$ cat src/rtl/trig_sel_pkg.sv
// Shared constants for the per-channel conversion trigger selector.
// Assumes 4-bit source codes and a two-bit word address on the register port.
package trig_sel_pkg;

    // Register word addresses
    localparam logic [1:0] ADDR_CTRL = 2'd0;
    localparam logic [1:0] ADDR_SEL  = 2'd1;
    localparam logic [1:0] ADDR_SCAN = 2'd2;

    // Control word bit positions
    localparam int CB_ENABLE   = 0;
    localparam int CB_OVERRIDE = 1;
    localparam int CB_EVT_EN   = 2;
    localparam int CB_LEVEL    = 3;
    localparam int CB_PULSE    = 4;
    localparam int CTRL_W      = 5;

    // Source codes
    localparam int SRC_NONE     = 0;
    localparam int SRC_SW_PULSE = 1;
    localparam int SRC_SW_LEVEL = 2;
    localparam int SRC_SCAN     = 3;
    localparam int SRC_SYNC     = 4;
    localparam int SRC_EVT_BASE = 5;

    // Control state held by the register file
    typedef struct packed {
        logic pulse;
        logic level;
        logic evt_en;
        logic override;
        logic enable;
    } ctrl_t;

endpackage

$ cat src/rtl/trig_sel_regs.sv
// Register file of the trigger selector: control, trigger selection and scan
// membership. The selection word is locked while the converter is enabled;
// a write to it then returns a bus error. The one-shot pulse bit lasts one
// cycle unless it is written again. Assumes single-cycle, unstalled accesses.
module trig_sel_regs
    import trig_sel_pkg::*;
#(
    parameter int NUM_CH = 8,
    parameter int CODE_W = 4,
    localparam int DATA_W = NUM_CH * CODE_W
) (
    input  logic              clk,
    input  logic              rst_n,
    input  logic              reg_wr,
    input  logic              reg_rd,
    input  logic [1:0]        reg_addr,
    input  logic [DATA_W-1:0] reg_wdata,
    output logic [DATA_W-1:0] reg_rdata,
    output logic              reg_err,
    output logic [DATA_W-1:0] sel_word,
    output logic [NUM_CH-1:0] scan_mask,
    output ctrl_t             ctrl
);

    logic wr_ctrl;
    logic wr_sel;
    logic wr_scan;
    logic sel_locked;

    // Decode the write strobes per address
    always_comb begin
        wr_ctrl    = reg_wr && (reg_addr == ADDR_CTRL);
        wr_sel     = reg_wr && (reg_addr == ADDR_SEL);
        wr_scan    = reg_wr && (reg_addr == ADDR_SCAN);
        sel_locked = ctrl.enable;
    end

    // Control word, with the one-shot bit clearing itself after a cycle
    always_ff @(posedge clk) begin
        if (!rst_n) begin
            ctrl <= '0;
        end else if (wr_ctrl) begin
            ctrl.enable   <= reg_wdata[CB_ENABLE];
            ctrl.override <= reg_wdata[CB_OVERRIDE];
            ctrl.evt_en   <= reg_wdata[CB_EVT_EN];
            ctrl.level    <= reg_wdata[CB_LEVEL];
            ctrl.pulse    <= reg_wdata[CB_PULSE];
        end else begin
            ctrl.pulse    <= 1'b0;
        end
    end

    // Selection word, which is written only while the converter is off
    always_ff @(posedge clk) begin
        if (!rst_n) begin
            sel_word <= '0;
        end else if (wr_sel && !sel_locked) begin
            sel_word <= reg_wdata;
        end
    end

    // Scan-membership mask, one bit per channel
    always_ff @(posedge clk) begin
        if (!rst_n) begin
            scan_mask <= '0;
        end else if (wr_scan) begin
            scan_mask <= reg_wdata[NUM_CH-1:0];
        end
    end

    // Error response for a refused selection write
    always_comb begin
        reg_err = wr_sel && sel_locked;
    end

    // Read multiplexer, zero when idle or for an unmapped address
    always_comb begin
        reg_rdata = '0;
        if (reg_rd) begin
            case (reg_addr)
                ADDR_CTRL: reg_rdata[CTRL_W-1:0] = ctrl;
                ADDR_SEL:  reg_rdata             = sel_word;
                ADDR_SCAN: reg_rdata[NUM_CH-1:0] = scan_mask;
                default:   reg_rdata             = '0;
            endcase
        end
    end

endmodule

$ cat src/rtl/trig_sel_chan.sv
// One channel's source multiplexer. It turns the channel's code and the
// shared trigger sources into a start request. It assumes that the codes
// above the synchronous code map one to one onto the event inputs.
module trig_sel_chan
    import trig_sel_pkg::*;
#(
    parameter int CODE_W  = 4,
    localparam int NUM_EVT = (1 << CODE_W) - SRC_EVT_BASE
) (
    input  logic [CODE_W-1:0]  code,
    input  logic               sw_pulse,
    input  logic               sw_level,
    input  logic               scan_trig,
    input  logic               scan_member,
    input  logic               sync_trig,
    input  logic               evt_en,
    input  logic [NUM_EVT-1:0] evt_trig,
    input  logic               override,
    output logic               req
);

    logic [CODE_W-1:0] evt_idx;
    logic              picked;

    // Select the source named by the code
    always_comb begin
        evt_idx = code - CODE_W'(SRC_EVT_BASE);
        case (int'(code))
            SRC_NONE:     picked = 1'b0;
            SRC_SW_PULSE: picked = sw_pulse;
            SRC_SW_LEVEL: picked = sw_level;
            SRC_SCAN:     picked = scan_trig && scan_member;
            SRC_SYNC:     picked = sync_trig;
            default:      picked = evt_en && evt_trig[evt_idx];
        endcase
    end

    // The global override silences every per-channel choice
    always_comb begin
        req = picked && !override;
    end

endmodule

$ cat src/rtl/conv_trig_router.sv
// Top of the per-channel conversion trigger selector. It ties the register
// file to one source multiplexer per channel. Requests are combinational from
// the register state and the trigger inputs. It assumes the trigger inputs
// are synchronous to clk.
module conv_trig_router
    import trig_sel_pkg::*;
#(
    parameter int NUM_CH = 8,
    parameter int CODE_W = 4,
    localparam int DATA_W  = NUM_CH * CODE_W,
    localparam int NUM_EVT = (1 << CODE_W) - SRC_EVT_BASE
) (
    input  logic               clk,
    input  logic               rst_n,
    input  logic               reg_wr,
    input  logic               reg_rd,
    input  logic [1:0]         reg_addr,
    input  logic [DATA_W-1:0]  reg_wdata,
    output logic [DATA_W-1:0]  reg_rdata,
    output logic               reg_err,
    input  logic               scan_trig,
    input  logic               sync_trig,
    input  logic [NUM_EVT-1:0] evt_trig,
    output logic [NUM_CH-1:0]  start_req
);

    logic [DATA_W-1:0] sel_word;
    logic [NUM_CH-1:0] scan_mask;
    ctrl_t             ctrl;
    logic              cfg_enable;
    logic              cfg_override;
    logic              cfg_evt_en;
    logic              cfg_level;
    logic              sw_pulse;

    trig_sel_regs #(
        .NUM_CH (NUM_CH),
        .CODE_W (CODE_W)
    ) u_regs (
        .clk       (clk),
        .rst_n     (rst_n),
        .reg_wr    (reg_wr),
        .reg_rd    (reg_rd),
        .reg_addr  (reg_addr),
        .reg_wdata (reg_wdata),
        .reg_rdata (reg_rdata),
        .reg_err   (reg_err),
        .sel_word  (sel_word),
        .scan_mask (scan_mask),
        .ctrl      (ctrl)
    );

    // Unpack the control fields for the channels and the checker
    always_comb begin
        cfg_enable   = ctrl.enable;
        cfg_override = ctrl.override;
        cfg_evt_en   = ctrl.evt_en;
        cfg_level    = ctrl.level;
        sw_pulse     = ctrl.pulse;
    end

    for (genvar i = 0; i < NUM_CH; i++) begin : g_chan
        trig_sel_chan #(
            .CODE_W (CODE_W)
        ) u_chan (
            .code        (sel_word[i*CODE_W +: CODE_W]),
            .sw_pulse    (sw_pulse),
            .sw_level    (cfg_level),
            .scan_trig   (scan_trig),
            .scan_member (scan_mask[i]),
            .sync_trig   (sync_trig),
            .evt_en      (cfg_evt_en),
            .evt_trig    (evt_trig),
            .override    (cfg_override),
            .req         (start_req[i])
        );
    end

endmodule

$ cat config.mk
export PLATFORM = sky130hd
export DESIGN_NAME = conv_trig_router
export DESIGN_NICKNAME = d
export VERILOG_FILES = /design/src/rtl/trig_sel_pkg.sv /design/src/rtl/trig_sel_regs.sv /design/src/rtl/trig_sel_chan.sv /design/src/rtl/conv_trig_router.sv
export SDC_FILE = /design/constraint.sdc
export NUM_CORES = 1
export LEC_CHECK = 0
export BUFFER_PORTS_ARGS = -buffer_cell sky130_fd_sc_hd__buf_2
export CORE_MARGIN = 2
export CORE_UTILIZATION = 51
export DETAILED_ROUTE_END_ITERATION = 7
export PLACE_DENSITY = 0.78
export SYNTH_ARGS = -nofsm -noshare
export SYNTH_HDL_FRONTEND = slang
export SYNTH_SLANG_ARGS = --single-unit
$ cat constraint.sdc
create_clock -name clk -period 3 [get_ports clk]
set_input_delay 0.15 -clock clk [delete_from_list [all_inputs] [get_ports clk]]
set_output_delay 0.15 -clock clk [all_outputs]
set_load 0.01 [all_outputs]
* Yosys cells after proc, flatten, opt, wreduce, memory -nomap -nowiden *
Cells that the tools add are included.

storage, ports and cells
  bits in read-only memories = 0
  bits in writable memories = 0
  flip-flop bits (word level) = 45
  memories = 0
  bits in latches = 0

operators by class
  divide/modulo/power cells = 0
  $mul = 0
  equality and inequality tests = 34
  reductions and logical operators = 41
  bitwise gates (word level) = 0
  $add $sub $neg = 8
  shift operators = 0
  mux-type cells = 28
  magnitude comparators = 8

operator list
  kind                   number
  $eq A4 B2 Y1 const B   16
  $lt A4 B5 Y1 const B   8
  $pmux W1 S5            8
  $bmux W1 S4            8
  $eq A4 B1 Y1 const B   8
  $eq A4 B3 Y1 const B   8
  $logic_not A4 Y1       8
  $mux W32               1
  $sub A4 B3 Y4 const B  8
  $logic_and A1 B1 Y1    29
  $mux W24               1
  $pmux W5 S3            1
  $mux W1                8
  $pmux W3 S2            1
  $eq A2 B1 Y1 const B   1
  $eq A2 B2 Y1 const B   1
  $logic_not A1 Y1       2
  $logic_not A2 Y1       1
  $reduce_and A2 Y1      1

* Longest topological paths before layout *
  depth after elaboration = 6
  mapped depth = 8

* Hierarchy *
Synthesis repeated with hierarchy kept, for this count alone.

second synthesis, totals
  cells, all modules = 462
  area, all modules = 4281.6 µm²

by module, submodules not included
  module         cells each  instances  area each (µm²)
  trig_sel_regs  254         1          2209.6
  trig_sel_chan  26          8          259.0

* Worst setup path before layout *
OpenSTA, ideal clock, no wires.

  kind = register to output
  from = reg u_regs.sel_word[16]
  to = out start_req[4]
  data arrival time = 1683 ps
  slack = 1167 ps
  buffers on the path = 1
  required time = 2850 ps
  stages on the path, launching flop included = 7
  cells stage by stage = dfxtp_1 inv_1 ha_1 nor4_1 nor3_1 o41ai_2 buf_4

between the ends
  longest elaborated chain between the ends = 6

RTL lines
  item                           line                    text
  from (decl)                    trig_sel_regs.sv:20     output logic [DATA_W-1:0] sel_word,
  from (signal assigned)         trig_sel_regs.sv:58     sel_word <= reg_wdata;
  $sub A4 B3 Y4                  trig_sel_chan.sv:27     evt_idx = code - CODE_W'(SRC_EVT_BASE);
  $bmux W1 S4                    trig_sel_chan.sv:34     default: picked = evt_en && evt_trig[evt_idx];
  $mux W1 (implied by the code)  trig_sel_chan.sv:34
  $logic_and A1 B1 Y1            trig_sel_chan.sv:34
  $pmux W1 S5 (*)                trig_sel_chan.sv:28     case (int'(code))
  $logic_and A1 B1 Y1 (*)        trig_sel_chan.sv:40     req = picked && !override;
  to (decl)                      conv_trig_router.sv:24  output logic [NUM_CH-1:0] start_req

Mark *: on every way between the ends. The rest lies on a longest branch, timed or not. The select of a mux whose other input is x is not followed.

* Final worst setup path *
  from = reg u_regs.sel_word[0]
  to = out start_req[0]

Same word-level chain as after synthesis.

==> results.md <==
Critical path:
- The highest fanout seen on the critical path is 9.
- The worst reg2reg path depth is 4.
- Data on the critical path is required at its endpoint by 2.85 ns.
- The startpoint identified for the worst register-to-register timing path is u_regs.sel_locked.
- The most critical setup path has its startpoint at u_regs.sel_word[0].
- In this run the critical register-to-register path is captured at u_regs.sel_word[16].
- Setup slack on the worst reg-to-reg path comes out at 1.42 ns.
- The worst setup path is of the flop to output port kind.
- The endpoint arrival time on the critical path is 2.50 ns.
- The worst setup path is captured at an output port.
- STA classifies the critical path startpoint as a flop.

Layout:
- The area growth from synthesis to layout is 11.77%.
- The count of nets after finishing is 648.
- The count of cells in the finished layout, fillers not included, comes to 659.
- The count of inserted antenna diode cells is 0.
- The ratio of cells with drive above 1 in the final layout is 23.10%.

Yosys:
- Sequential elements use 21.19% of the synthesized area.
- The portion of synthesized cell area occupied by the leading cell type is 21.19%.
- During synthesis, Yosys emitted a total of 0 warnings.
- Counting flops and latches in the post-synthesis netlist gives 45.
- The share of the synthesized area in compound gates (AO/OA/AOI/OAI) is 20.84%.
- After Yosys synthesis, XOR and XNOR cells account for 4.709% of the synthesized area.
- Yosys mapped a number of flops with a built-in enable equal to 0.
- Counting every net in the synthesized netlist gives 587.
- After synthesis, the largest family of logic cells by area is compound AO/OA/AOI/OAI gates.
- Measured against the total synthesized area, the mux share comes to 12.95%.
- In the synthesized netlist, the cells that appear most often are sky130_fd_sc_hd__nand2_1 (97), sky130_fd_sc_hd__dfxtp_1 (45), sky130_fd_sc_hd__ha_1 (44).
- In the post-synthesis netlist, the biggest area contributors are sky130_fd_sc_hd__dfxtp_1 (21%), sky130_fd_sc_hd__ha_1 (13%), sky130_fd_sc_hd__nand2_1 (8.6%), sky130_fd_sc_hd__a21boi_1 (5.3%), sky130_fd_sc_hd__mux4_1 (4.9%).
- Among all cell types in the netlist, the one instantiated most often is sky130_fd_sc_hd__nand2_1.
- After synthesis, the netlist uses 37 different library cells.
- Synthesis produced 492 cells.
- The mean post-synth cell area is 8.641 um^2.
- The most used flip-flop cell after synthesis is sky130_fd_sc_hd__dfxtp_1.
- The post-synthesis instance area is 0.004252 mm^2.
- The arithmetic-cell share of the synthesized area counting full adders, half adders and majority gates is 12.95%.
- The largest area contributor in the synthesized netlist is sky130_fd_sc_hd__dfxtp_1.
- The share of synthesized registers carrying an async set or reset is 0%.
- After Yosys synthesis, and, or, nand and nor cells account for 20.78% of the synthesized area.

STA:
- In this run the tightest slew margin relative to its limit is 51.13%.
- Subtracting the final worst setup slack from the clock period gives 2.646 ns.
- The max-slew violation total from the final report was 0.
- The final critical-path share of the clock period is 88.22%.
- The maximum frequency from static timing analysis is 377.9 MHz.
- Setup repair after global routing left no endpoint under its margin.
- On the final layout, the worst clock skew is 0.005273 ns.
- The count of final hold-check violations is 0.
- The slew of the pin with the lowest slew margin is 0.7330 ns.
- After routing, the total negative slack on setup checks comes to 0 ns.
- The setup violation total in the final timing report is 0.

Place:
- The wire-length estimate of the detail-placed layout is 8342 um.
- Once placement completed, the tool counted placed cells totaling 651.
- The routability-driven placement congestion ratio is 0.8807.
- In this run the tool buffered the top-level ports with 91 buffer cells.

Detailed routing:
- Dividing the detail-routed wire length by the instance count gives 17.82 um.
- Using the TritonRoute via totals, the vias-per-cell ratio works out to 6.073.
- The first detailed-routing pass ran for 6 iterations.
- The final wirelength is 11750 um.
- The detailed router finished its first iteration with 331 violations.
- The remaining routing DRC violations is 0.
- The total vias in the final route is 4002.
- The number of nets with antenna violations after detailed routing is 0.

CTS:
- TritonCTS built the clock tree.
- The count of buffers added by post-CTS timing repair for setup is 0.
- The clock slew seen by the registers of the worst setup and hold paths is 0.10 ns.
- The clock reaches the later pin of the worst-skew pair after 0.31 ns.
- The deepest level of the CTS H-tree is 2.
- The number of hold buffers added after cts is 0.
- The number of gates given a new drive strength after cts is 0.
- The tree is rooted in a sky130_fd_sc_hd__clkbuf_8.
- The maximum buffer depth of the clock tree is 2.
- The clock buffer count from CTS is 5.
- The clock net in this run drives a total of 45 sinks.

Power and ir drop:
- For this design the static power due to leakage is 2.117 nW.
- For this design the ratio of total power to cell area is 293.3 mW/mm^2.
- The peak supply drop is 0.0002051 V.

GRT:
- The total overflow left after global routing is 0.
- Entering global routing, the biggest net connects 46 pins.
- The number of antenna violations at the first check in global routing came to 0.
- The first global-routing pass estimated 18580 um of wire.
- For this run, the total global-route usage over all layers was measured as 26.42%.
- The via count of the first global-routing pass is 3787.

Die:
- The die span in y is 95.31 um.
- The I/O pin count is 92.
- The core region is 0.008134 mm^2.
- The initial utilization of the core area, before any placement, comes to 52.27%.
- The die covers 0.009083 mm^2.
- The initialized floorplan defines 33 standard-cell rows.
- The floorplan step set the die width to 95.31 um.

Min path:
- Counting instances, the worst hold path has a depth of 3.
- The end point of the most critical hold path is u_regs.sel_word[12].
- In this run the most critical hold path is launched from reg_wdata[12].
- The path class of the tightest hold or removal check is input port to flop.

Run:
- The max-capacitance violation count is 0.

Status:
- The run finished with clean final reports.
registers in the layout (all words and copies together), names as in the netlist:
name / count
u_regs.sel_word: 32
u_regs.scan_mask: 8
u_regs.ctrl: 4
u_regs.sel_locked: 1
through the flow:
stage,utilization (%),power (mW),setup slack (ns),hold WS [ns],instance area [um^2]
global placement,57.27,0.9760,0.8398,0.3894,4658
floorplan,-,0.8816,1.167,0.2638,4252
global route,58.42,1.460,0.1489,0.06400,4752
finish,58.42,1.394,0.3535,0.05968,4752
detailed placement,57.27,0.9863,0.7695,0.3960,4658
CTS,58.42,1.397,0.4214,0.05764,4752
logic make-up (layout without fill, tap and decap cells):
logic type               Yosys count  after routing
AND/OR/NAND/NOR                  188            188
buffers and inverters             59            121
multiplexers                      32             32
adder cells (fa/ha/maj)           44             44
flip-flops                        45             45
XOR/XNOR                          16             16
AO/OA/AOI/OAI                    108            108
power by group:
part | switching, mW | internal [mW] | leakage [nW]
combinational | 0.178 | 0.143 | 1.71
clock | 0.246 | 0.170 | 0.0452
sequential | 0.0402 | 0.617 | 0.366
total | 0.464 | 0.930 | 2.12
cell type report:
type,count,area [um^2]
clock buffer,5,68.82
clock inverter,3,25.02
fill,723,3382
inverter,18,67.56
multi-input combinational,388,3073
sequential,45,900.9
tap,105,131.4
timing repair buffer,95,485.5
placed cells by master (no fill, tap or decap), drive strengths merged:
| cell | n |
|---|---|
| a211oi | 8 |
| a21boi | 44 |
| a221oi | 8 |
| a222oi | 5 |
| a22oi | 3 |
| a32oi | 8 |
| and3 | 25 |
| buf | 95 |
| clkbuf | 5 |
| clkinvlp | 1 |
| dfxtp | 45 |
| ha | 44 |
| inv | 20 |
| mux2i | 16 |
| mux4 | 16 |
| nand2 | 97 |
| nand2b | 2 |
| nand3 | 20 |
| nand3b | 8 |
| nor2 | 10 |
| nor2b | 9 |
| nor3 | 8 |
| nor4 | 8 |
| o21ai | 16 |
| o311a | 8 |
| o41ai | 8 |
| or2 | 1 |
| xnor2 | 16 |
worst max-delay path, stage by stage, from the launching register on:
cell	delay, ns
sky130_fd_sc_hd__dfxtp_1	0.54
sky130_fd_sc_hd__inv_1	0.16
sky130_fd_sc_hd__ha_1	0.26
sky130_fd_sc_hd__nor4_1	0.43
sky130_fd_sc_hd__nor3_1	0.10
sky130_fd_sc_hd__o41ai_1	0.48
sky130_fd_sc_hd__buf_2	0.22
worst max path at each step:
| stage | end | slack, ns |
|---|---|---|
| after floorplan | start_req[4] | 1.17 |
| after global placement | start_req[0] | 0.84 |
| after detailed placement | start_req[0] | 0.77 |
| after CTS | start_req[0] | 0.42 |
| after global routing | start_req[0] | 0.15 |
| final | start_req[0] | 0.35 |
layer usage:
layer	share of wire, %	global-route usage, %	vias up
met3	7.8	4.269	17
met5	0	0	-
li1	-	-	1912
met1	44	35.49	1899
met4	1.5	7.729	0
met2	46	43.72	174
(Power assumes the default switching activity.)
